===== config.mk =====
export PLATFORM = sky130hd
export DESIGN_NAME = uart_frame_tx
export DESIGN_NICKNAME = d
export VERILOG_FILES = /design/src/rtl/uart_frame_tx.sv
export SDC_FILE = /design/constraint.sdc
export NUM_CORES = 1
export LEC_CHECK = 0
export BUFFER_PORTS_ARGS = -buffer_cell sky130_fd_sc_hd__clkbuf_2
export CORE_UTILIZATION = 50
export DETAILED_ROUTE_END_ITERATION = 12
export MAX_ROUTING_LAYER = met4
export PLACE_DENSITY = 0.67
export SYNTH_ARGS = -nofsm -noshare
export SYNTH_HDL_FRONTEND = slang
export SYNTH_SLANG_ARGS = --single-unit

===== constraint.sdc =====
create_clock -name clk -period 3.09 [get_ports clk]
set_input_delay 0.309 -clock clk [delete_from_list [all_inputs] [get_ports clk]]
set_output_delay 0.309 -clock clk [all_outputs]
set_load 0.02 [all_outputs]

===== src/rtl/uart_frame_tx.sv =====
module uart_frame_tx #(
  parameter int DEPTH = 16
) (
  input  logic       clk,
  input  logic       rst_n,
  input  logic       wr_en,
  input  logic [7:0] wr_data,
  input  logic       bit_tick,
  input  logic       cmd_valid,
  input  logic [8:0] cmd_word,
  input  logic [7:0] mode_word,
  output logic       txd,
  output logic       fifo_empty,
  output logic       fifo_full
);
  localparam int AW = $clog2(DEPTH);

  logic [7:0]  mem [DEPTH];
  logic [AW:0] wp, rp;
  logic        tx_on, brk, busy, line;
  logic [10:0] frame, nxt;
  logic [3:0]  left, len, nb;
  logic        pe, pbit, pm;
  logic [7:0]  d;

  assign fifo_empty = (wp == rp);
  assign fifo_full  = (wp[AW] != rp[AW]) && (wp[AW-1:0] == rp[AW-1:0]);

  wire flush = cmd_valid & cmd_word[1];
  wire push  = wr_en & ~fifo_full & ~flush;
  wire load  = bit_tick & tx_on & ~fifo_empty & ~flush & (~busy | (left == 4'd0));

  assign d = mem[rp[AW-1:0]];

  always_comb begin
    case (mode_word[2:1])
      2'b10:   len = 4'd7;
      2'b11:   len = 4'd6;
      default: len = 4'd8;
    endcase
    pm = 1'b0;
    for (int i = 0; i < 8; i++)
      if (i < int'(len)) pm = pm ^ d[i];
    pe = ~mode_word[5];
    case (mode_word[4:3])
      2'b00:   pbit = pm;
      2'b01:   pbit = ~pm;
      2'b10:   pbit = 1'b0;
      default: pbit = 1'b1;
    endcase
    nxt = '1;
    for (int i = 0; i < 11; i++) begin
      if (i < int'(len)) nxt[i] = d[i];
      else if (i == int'(len) && pe) nxt[i] = pbit;
    end
    nb = len + {3'b000, pe} + (mode_word[7] ? 4'd2 : 4'd1);
  end

  always_ff @(posedge clk)
    if (push) mem[wp[AW-1:0]] <= wr_data;

  always_ff @(posedge clk) begin
    if (!rst_n) begin
      wp    <= '0;
      rp    <= '0;
      tx_on <= 1'b0;
      brk   <= 1'b0;
      busy  <= 1'b0;
      line  <= 1'b1;
      frame <= '1;
      left  <= '0;
    end else begin
      if (push) wp <= wp + 1'b1;
      if (flush) begin
        rp   <= wp;
        busy <= 1'b0;
        line <= 1'b1;
        left <= '0;
      end else if (load) begin
        rp    <= rp + 1'b1;
        line  <= 1'b0;
        frame <= nxt;
        left  <= nb;
        busy  <= 1'b1;
      end else if (bit_tick && busy) begin
        if (left != 4'd0) begin
          line  <= frame[0];
          frame <= {1'b1, frame[10:1]};
          left  <= left - 1'b1;
        end else begin
          busy <= 1'b0;
        end
      end
      if (cmd_valid) begin
        if (cmd_word[5])      tx_on <= 1'b0;
        else if (cmd_word[4]) tx_on <= 1'b1;
        if (cmd_word[8])      brk <= 1'b0;
        else if (cmd_word[7]) brk <= 1'b1;
      end
    end
  end

  assign txd = line & ~brk;
endmodule


# After elaboration in Yosys (flattened, before gate mapping)
# Memories as Yosys holds them, arrays and structs flattened. A register that Yosys moved wholly into a read port is not among the register bits.
# Cells that the tools add are included.
# Widths: inputs -> output; s select.
[word_totals] ff_bits=29 latchBits=0 mem_bits_rw=128 mem_bits_ro=0 in_bits=30 output_inout_bits=3 wordCells=150 mem_count=1
[mem_list] name="mem" depth=16 width=8 read_ports=1 rd_ports_with_merged_regs=1 write_ports=1 line_no="18" rtl="logic [7:0] mem [DEPTH];"
[op_classes] n_addsub=5 multipliers=0 n_div=0 magnitude_cmp=11 eq_ne=18 shifts=0 muxes=55 bitwise_logic=24 reduce_logical=28
[ops] cell="$mux 1" count=42
[ops] cell="$mux 11" count=3
[ops] cell="$eq 4x4->1 const A" count=7
[ops] cell="$mux 4" count=5
[ops] cell="$lt 3x4->1 const A" count=4
[ops] cell="$logic_and 1x1->1" count=13
[ops] cell="$lt 4x4->1 const A" count=3
[ops] cell="$add 5x1->5 const B" count=2
[ops] cell="$mux 5" count=2
[ops] cell="$reduce_bool 2->1" count=5
[ops] cell="$and 1x1->1" count=8
[ops] cell="$eq 3x4->1 const A" count=2
[ops] cell="$logic_not 4->1" count=2
[ops] cell="$lt 1x4->1 const A" count=2
[ops] cell="$lt 2x4->1 const A" count=2
[ops] cell="$not 1->1" count=8
[ops] cell="$pmux 4 s2" count=1
[ops] cell="$reduce_and 2->1" count=4
[ops] cell="$xor 1x1->1" count=7
[ops] cell="$eq 2x2->1 const B" count=3
[ops] cell="$eq 5x5->1" count=1
[ops] cell="$add 4x1->4" count=1
[ops] cell="$add 4x2->4" count=1
[ops] cell="$eq 2x4->1 const A" count=1
[ops] cell="12 further kinds" count=12

# Logic depth before layout (Yosys ltp)
# Gate-level depths: netlist of run 1.
[depth] ltp_word=23 ltp_mapped=11 depth_no_buf=9

# Worst setup path after synthesis of run 1
# OpenSTA, ideal clock, no wires.
[synth_timing] path_kind="register to register" start="reg with a tool-made name" end="reg frame[6]" setup_time_ps=116 arrival_time_ps=2729 required_time_ps=2974 slack_ps=246 path_stages_with_launch=10 n_path_buf=1 synth_period_minus_slack_ps=2844 path_cell_list="dfxtp_1 > buf_4 > mux4_2 > a22oi_1 > nand2_1 > xnor2_1 > xnor3_1 > xnor2_1 > or4_1 > a31o_1"
[synth_rtl] item="end signal, assigned" line_no="82" rtl="frame <= nxt;"
[synth_rtl] item="end signal, assigned" line_no="88" rtl="frame <= {1'b1, frame[10:1]};"
[synth_rtl] item="end, declared" line_no="21" rtl="logic [10:0] frame, nxt;"

==> impl_metrics.tcl, run 1 <==
set metrics [dict create \
    status "finished clean" \
    grtUsageTotal 0.206 \
    hold_class "input pin to register" \
    die_area_um2 14000 \
    first_iter_violations 355 \
    routedWlPerCell_um 18.9 \
    firstDrtPassIters 5 \
    arrival_ns 3.26 \
    synth_warnings 0 \
    seq_area_frac_synth 0.667 \
    slew_headroom 0.635 \
    viasPerCell 5.62 \
    num_antenna_cells 0 \
    power.density_nw_per_um2 622 \
    clk_latency_ns 0.41 \
    areaGrowthSynthToFinish_pct 16.6 \
    cts_tree "built" \
    netlist_area_um2 6750 \
    drc 0 \
    ant_nets 0 \
    numCtsBuffers 17 \
    nets 530 \
    avgSynthCellArea_um2 15.6 \
    netlist.top_cell.by_area "edfxtp_1" \
    drv_cap 0 \
    start_util 0.512 \
    nFillCells 983 \
    grt_pass1_wl_mm 20.5 \
    report.final.slew_viol_count 0 \
    leakage_uw 0.00274 \
    clk_pin_slew_worst_paths_ns 0.06 \
    rows 42 \
    die-height_um 118 \
    fin_skew_ns 0.00736 \
    gp_congestion 0.753 \
    grt_max_degree 27 \
    setup_violations 0 \
    synthesis.nets 473 \
    synthMostInstantiatedCell "edfxtp_1" \
    dp.cells 647 \
    synthDominantCellAreaShare 0.569 \
    synth.area.top_cells "edfxtp_1 57%, mux4_2 10%, dfxtp_1 9.8%" \
    tns_ns 0 \
    grt-ovfl-total 0 \
    vdd_ir_drop_max_uv 366 \
    dieWidth_um 118 \
    worstMarginPinSlew_ns 0.546 \
    finalPower_uw 4900 \
    via_count 3819 \
    cts.sink_count 161 \
    dpl.hpwl_mm 8.79 \
    synthTopCellsByCount "128 x edfxtp_1, 34 x nor2_1, 33 x dfxtp_1" \
    critPathMaxFanout 8 \
    yosys_most_used_dff "edfxtp_1" \
    finalHoldWorstSlack_ns 0.0750 \
    yosys.cell_types.count 47 \
    period_needed_ns 2.95 \
    final_cells 679 \
    synth_edf_count 128 \
    critPathCaptureType "register" \
    cts_max_level 4 \
    max_freq_ghz 0.338 \
    io_buffers 26 \
    drive_gt1_frac 0.250 \
    ys_ff_latch 161 \
    startpoint_type "register" \
    grt_util_met2 0.321 \
    worst-setup-path-type "register to register" \
    design.portCount 33 \
    gr-max-usage-layer "met2" \
    grt_use_met3 0.0444 \
    fin_crit_sh 0.956 \
    root_buffer "clkbuf_16" \
    clockBufferDepth 2 \
    grt_util_met1 0.264 \
    finalHoldViolCount 0 \
    synth_cells 433 \
    grt_antenna_before_repair 0 \
    worstPathRequired_ns 3.40 \
    wl_mm 12.8 \
    synth-async-reset-ratio 0 \
    grt_pass1_vias 3855 \
    postLayoutCoreUtil 0.597 \
    core-area_um2 13200 \
]
==> state kept, by name (all words and copies together) (netlist names), named ones only <==
signal  count
brk         1
wp          5
left        4
line        1
tx_on       1
frame      11
rp          5
busy        1
mem       128
==> report_power, final <==
part	internal [uW]	switching (uW)	leakage (uW)	total, uW
Clock	1240	794	0.000284	2030
Combinational	226	239	0.00103	464
Sequential	2370	27.1	0.00142	2400
==> metrics by stage <==
| step | cell area (um^2) | worst slack (ns) |
|---|---|---|
| after floorplan | 6750 | 0.246 |
| after global placement | 7270 | 0.109 |
| after detailed placement | 7270 | 0.0726 |
| after CTS | 7860 | 0.0755 |
| after global routing | 7870 | -0.00496 |
| final | 7870 | 0.135 |
==> cell families after synthesis <==
kind of cell    count (synthesis)  share of synthesized area
flops                         161                      0.667
xor+xnor                       22                     0.0306
mux                            49                      0.129
buf+inv                        32                     0.0224
simple gates                  103                     0.0706
fa+ha+maj                      10                     0.0208
compound gates                 56                     0.0597
==> metal layers <==
metal	routed length, um	part of all wire
met1	5590	0.44
met2	6420	0.50
met3	666	0.052
met4	123	0.0096
met5	0	0
==> cells in the final DEF, fill, tap and decap left out, types with 9 or more instances in the layout <==
cell / count
edfxtp_1: 128
nor2_1: 34
buf_4: 32
dfxtp_1: 31
mux4_2: 30
nand2_1: 29
clkbuf_2: 26
mux2i_1: 17
clkbuf_16: 17
xnor2_1: 14
a211oi_1: 11
a22oi_1: 11
inv_1: 10
nand2b_1: 9
a21oi_1: 9
==> worst paths after layout <==
kind | slack, ns | to | cells after the start | start
max | 0.14 | frame[6]$_SDFFE_PN1P_ | 8 | register
min | 0.08 | tx_on$_SDFFE_PN0P_ | 2 | cmd_word[5]
max reg2reg | 0.14 | frame[6]$_SDFFE_PN1P_ | 8 | register
min reg2reg | 0.46 | frame[10]$_SDFFE_PN1P_ | 1 | frame[10]$_SDFFE_PN1P_
==> layout make-up <==
class | instances | area [um^2] | area share
flip-flops and latches | 161 | 4510 | 0.573
multi-input cells | 240 | 2100 | 0.267
clock buffers | 21 | 460 | 0.0585
repair buffers | 60 | 410 | 0.0521
well taps | 176 | 220 | 0.0280
clock inverters | 11 | 129 | 0.0164
inverters | 10 | 37.5 | 0.00477
==> what timing repair did <==
| action | 4_1_cts | 5_1_grt |
|---|---|---|
| endpoints found under the setup margin | 0 | 2 |
| hold endpoints to repair | 0 | 0 |
| gates resized for setup | 0 | 3 |
| buffers inserted | 0 | 0 |
| hold buffers | 0 | 0 |
==> worst max-delay path: stages, from the launching register on <==
cell and delay (ns):
dfxtp_4 0.42, mux4_2 0.51, a22oi_1 0.29, nand2_1 0.17
xnor2_1 0.20, xnor3_1 0.42, xnor2_1 0.15, or4_1 0.47
a31o_1 0.22
No activity file was read; power rests on OpenSTA's default activity.
==> run 2: changes to the inputs <==
--- a/config.mk
+++ b/config.mk
@@ -11,4 +11,5 @@
 export MAX_ROUTING_LAYER = met4
 export PLACE_DENSITY = 0.67
+export SLEW_MARGIN = 15
 export SYNTH_ARGS = -nofsm -noshare
 export SYNTH_HDL_FRONTEND = slang
==> constraint.sdc (replaced) <==
create_clock -name clk -period 3.2 [get_ports clk]
set_input_delay 0.48 -clock clk [delete_from_list [all_inputs] [get_ports clk]]
set_output_delay 0.48 -clock clk [all_outputs]
set_load 0.02 [all_outputs]
==> run 2 against run 1 <==
  * Maximum frequency fell by 0.89%
  * Count of clock-buffer cells in the layout fell by 3
  * Combinational power fell by 5.6%
  * Global-route usage rose by 0.30 points
  * Non-clock buffer count rose by 2
  * Sequential share of layout area rose by 0.11 points
  * Largest cell class unchanged
  * Critical path depth did not move
  * First-iteration DRC count fell by 21%
  * Critical path type unchanged
==> impl_metrics.tcl, run 2 (synthesized netlist as in run 1, its figures left out) <==
set metrics [dict create \
    status "finished clean" \
    finalHoldWorstSlack_ns 0.240 \
    clk_pin_slew_worst_paths_ns 0.06 \
    cts.sink_count 161 \
    hold_end "tx_on$_SDFFE_PN0P_" \
    critical_path.cell_chain "buf_4 -> mux4_2 -> a22oi_1 -> nand2_1 -> xnor3_1 -> xnor2_1 -> or4_1 -> a31o_1" \
    firstDrtPassIters 4 \
    placed_area_um2 7260 \
    p_int_uw 3720 \
    viasPerCell 5.59 \
    start_util 0.512 \
    multi_input_area_um2 2100 \
    leakage_uw 0.00275 \
    worstPathRequired_ns 3.51 \
    critPathTopFamily "simple AND/OR/NAND/NOR gates" \
    nets 532 \
    cts_max_level 4 \
    grt_pass1_vias 3797 \
    finalInstanceArea_um2 7860 \
    report.final.slew_viol_count 0 \
    finalHoldViolCount 0 \
    fin_skew_ns 0.00673 \
    power.switching_uw 1050 \
    p_sw_frac 0.219 \
    rrSetupSlack_ns 0.22 \
    first_iter_violations 281 \
    wl_mm 12.9 \
    slowest_delay_ns 0.50 \
    tns_ns 0 \
    critPathMaxFanout 8 \
    gp_congestion 0.786 \
    rsz0062_at_grt "false" \
    setup_violations 0 \
    critPathCaptureType "register" \
    root_buffer "clkbuf_16" \
    io_buffers 26 \
    arrival_ns 3.29 \
    numCtsBuffers 17 \
    dpl.hpwl_mm 8.85 \
    period_needed_ns 2.98 \
    largest_reg_flops 128 \
    critPathSlowestCell "mux4_2" \
    hold_depth 2 \
    nFillCells 969 \
    routedWlPerCell_um 19.0 \
    max_freq_ghz 0.335 \
    grt_antenna_before_repair 0 \
    grt_pass1_wl_mm 20.8 \
    mostFrequentLayoutCell "edfxtp_1" \
    dp.cells 649 \
    worst-setup-path-type "register to register" \
    seqPwrFrac 0.486 \
    grt_max_degree 20 \
    die-height_um 118 \
    holdCritStartpoint "cmd_word[5]" \
    power.density_nw_per_um2 607 \
    vdd_ir_drop_max_uv 442 \
    ant_nets 0 \
    ff2ff_path_depth 8 \
    pwr-share-comb 0.092 \
    worstMarginPinSlew_ns 0.479 \
    final_cells 680 \
    drive_gt1_frac 0.250 \
    finalPower_uw 4770 \
    startpoint_type "register" \
    dieWidth_um 118 \
    via_count 3802 \
    clockPowerShare 0.422 \
    register_area_um2 4510 \
    areaGrowthSynthToFinish_pct 16.4 \
    drv_cap 0 \
    design.portCount 33 \
    r2r_end "frame[6]$_SDFFE_PN1P_" \
    core-area_um2 13200 \
    hold_class "input pin to register" \
    cts_setup_buffers 0 \
    grtUsageTotal 0.209 \
    cp.buffers_inverters 1 \
    cts_tree "built" \
    grt-ovfl-total 0 \
    cp.depth 8 \
    rows 42 \
    drc 0 \
    clockBufferDepth 2 \
    final_cell_mix "128 x edfxtp_1, 36 x buf_4, 34 x nor2_1, 31 x dfxtp_1, 30 x mux4_2" \
    fin_crit_sh 0.932 \
    slew_headroom 0.680 \
    die_area_um2 14000 \
    clk_latency_ns 0.42 \
    num_antenna_cells 0 \
]
[run 2: worst max-delay path by stage]
stage | from | endpoint | slack [ns]
floorplan | register | frame[6]$_SDFFE_PN1P_ | 0.36
global placement | register | frame[6]$_SDFFE_PN1P_ | 0.16
detailed placement | register | frame[6]$_SDFFE_PN1P_ | 0.14
CTS | register | frame[6]$_SDFFE_PN1P_ | 0.12
global route | register | frame[6]$_SDFFE_PN1P_ | 0.02
finish | register | frame[6]$_SDFFE_PN1P_ | 0.22
[run 2: per-stage QoR]
step | setup WS, ns | util
after global routing | 0.0218 | 0.596
after global placement | 0.158 | 0.551
after detailed placement | 0.138 | 0.551
final | 0.219 | 0.596
after floorplan | 0.356 | -
after CTS | 0.121 | 0.595
[run 2: final cells by class]
type | instances | share of cell area
Sequential cell | 161 | 0.574
Multi-Input combinational cell | 240 | 0.267
Clock buffer | 18 | 0.0546
Timing Repair Buffer | 62 | 0.0510
Tap cell | 176 | 0.0280
Clock inverter | 13 | 0.0204
Inverter | 10 | 0.00478
[run 2: what timing repair did]
item	CTS	global route
endpoints found under the setup margin	0	2
hold buffers	0	0
gates resized for setup	0	2
endpoints found under the hold margin	0	0
[run 2: metal layers]
metal  track usage  wire [um]  vias up
li1              -          -     1782
met4        0.0857        262        0
met2         0.325       6460      101
met1         0.272       5500     1905
met3        0.0410        663       14
met5             -          0        -
[run 2: power groups by stage]
stage	sequential [uW]	combinational, uW	clock, uW
floorplan	2350	297	0
global placement	2360	432	0
detailed placement	2360	443	0
CTS	2320	444	2050
global route	2320	481	2140
finish	2320	438	2010
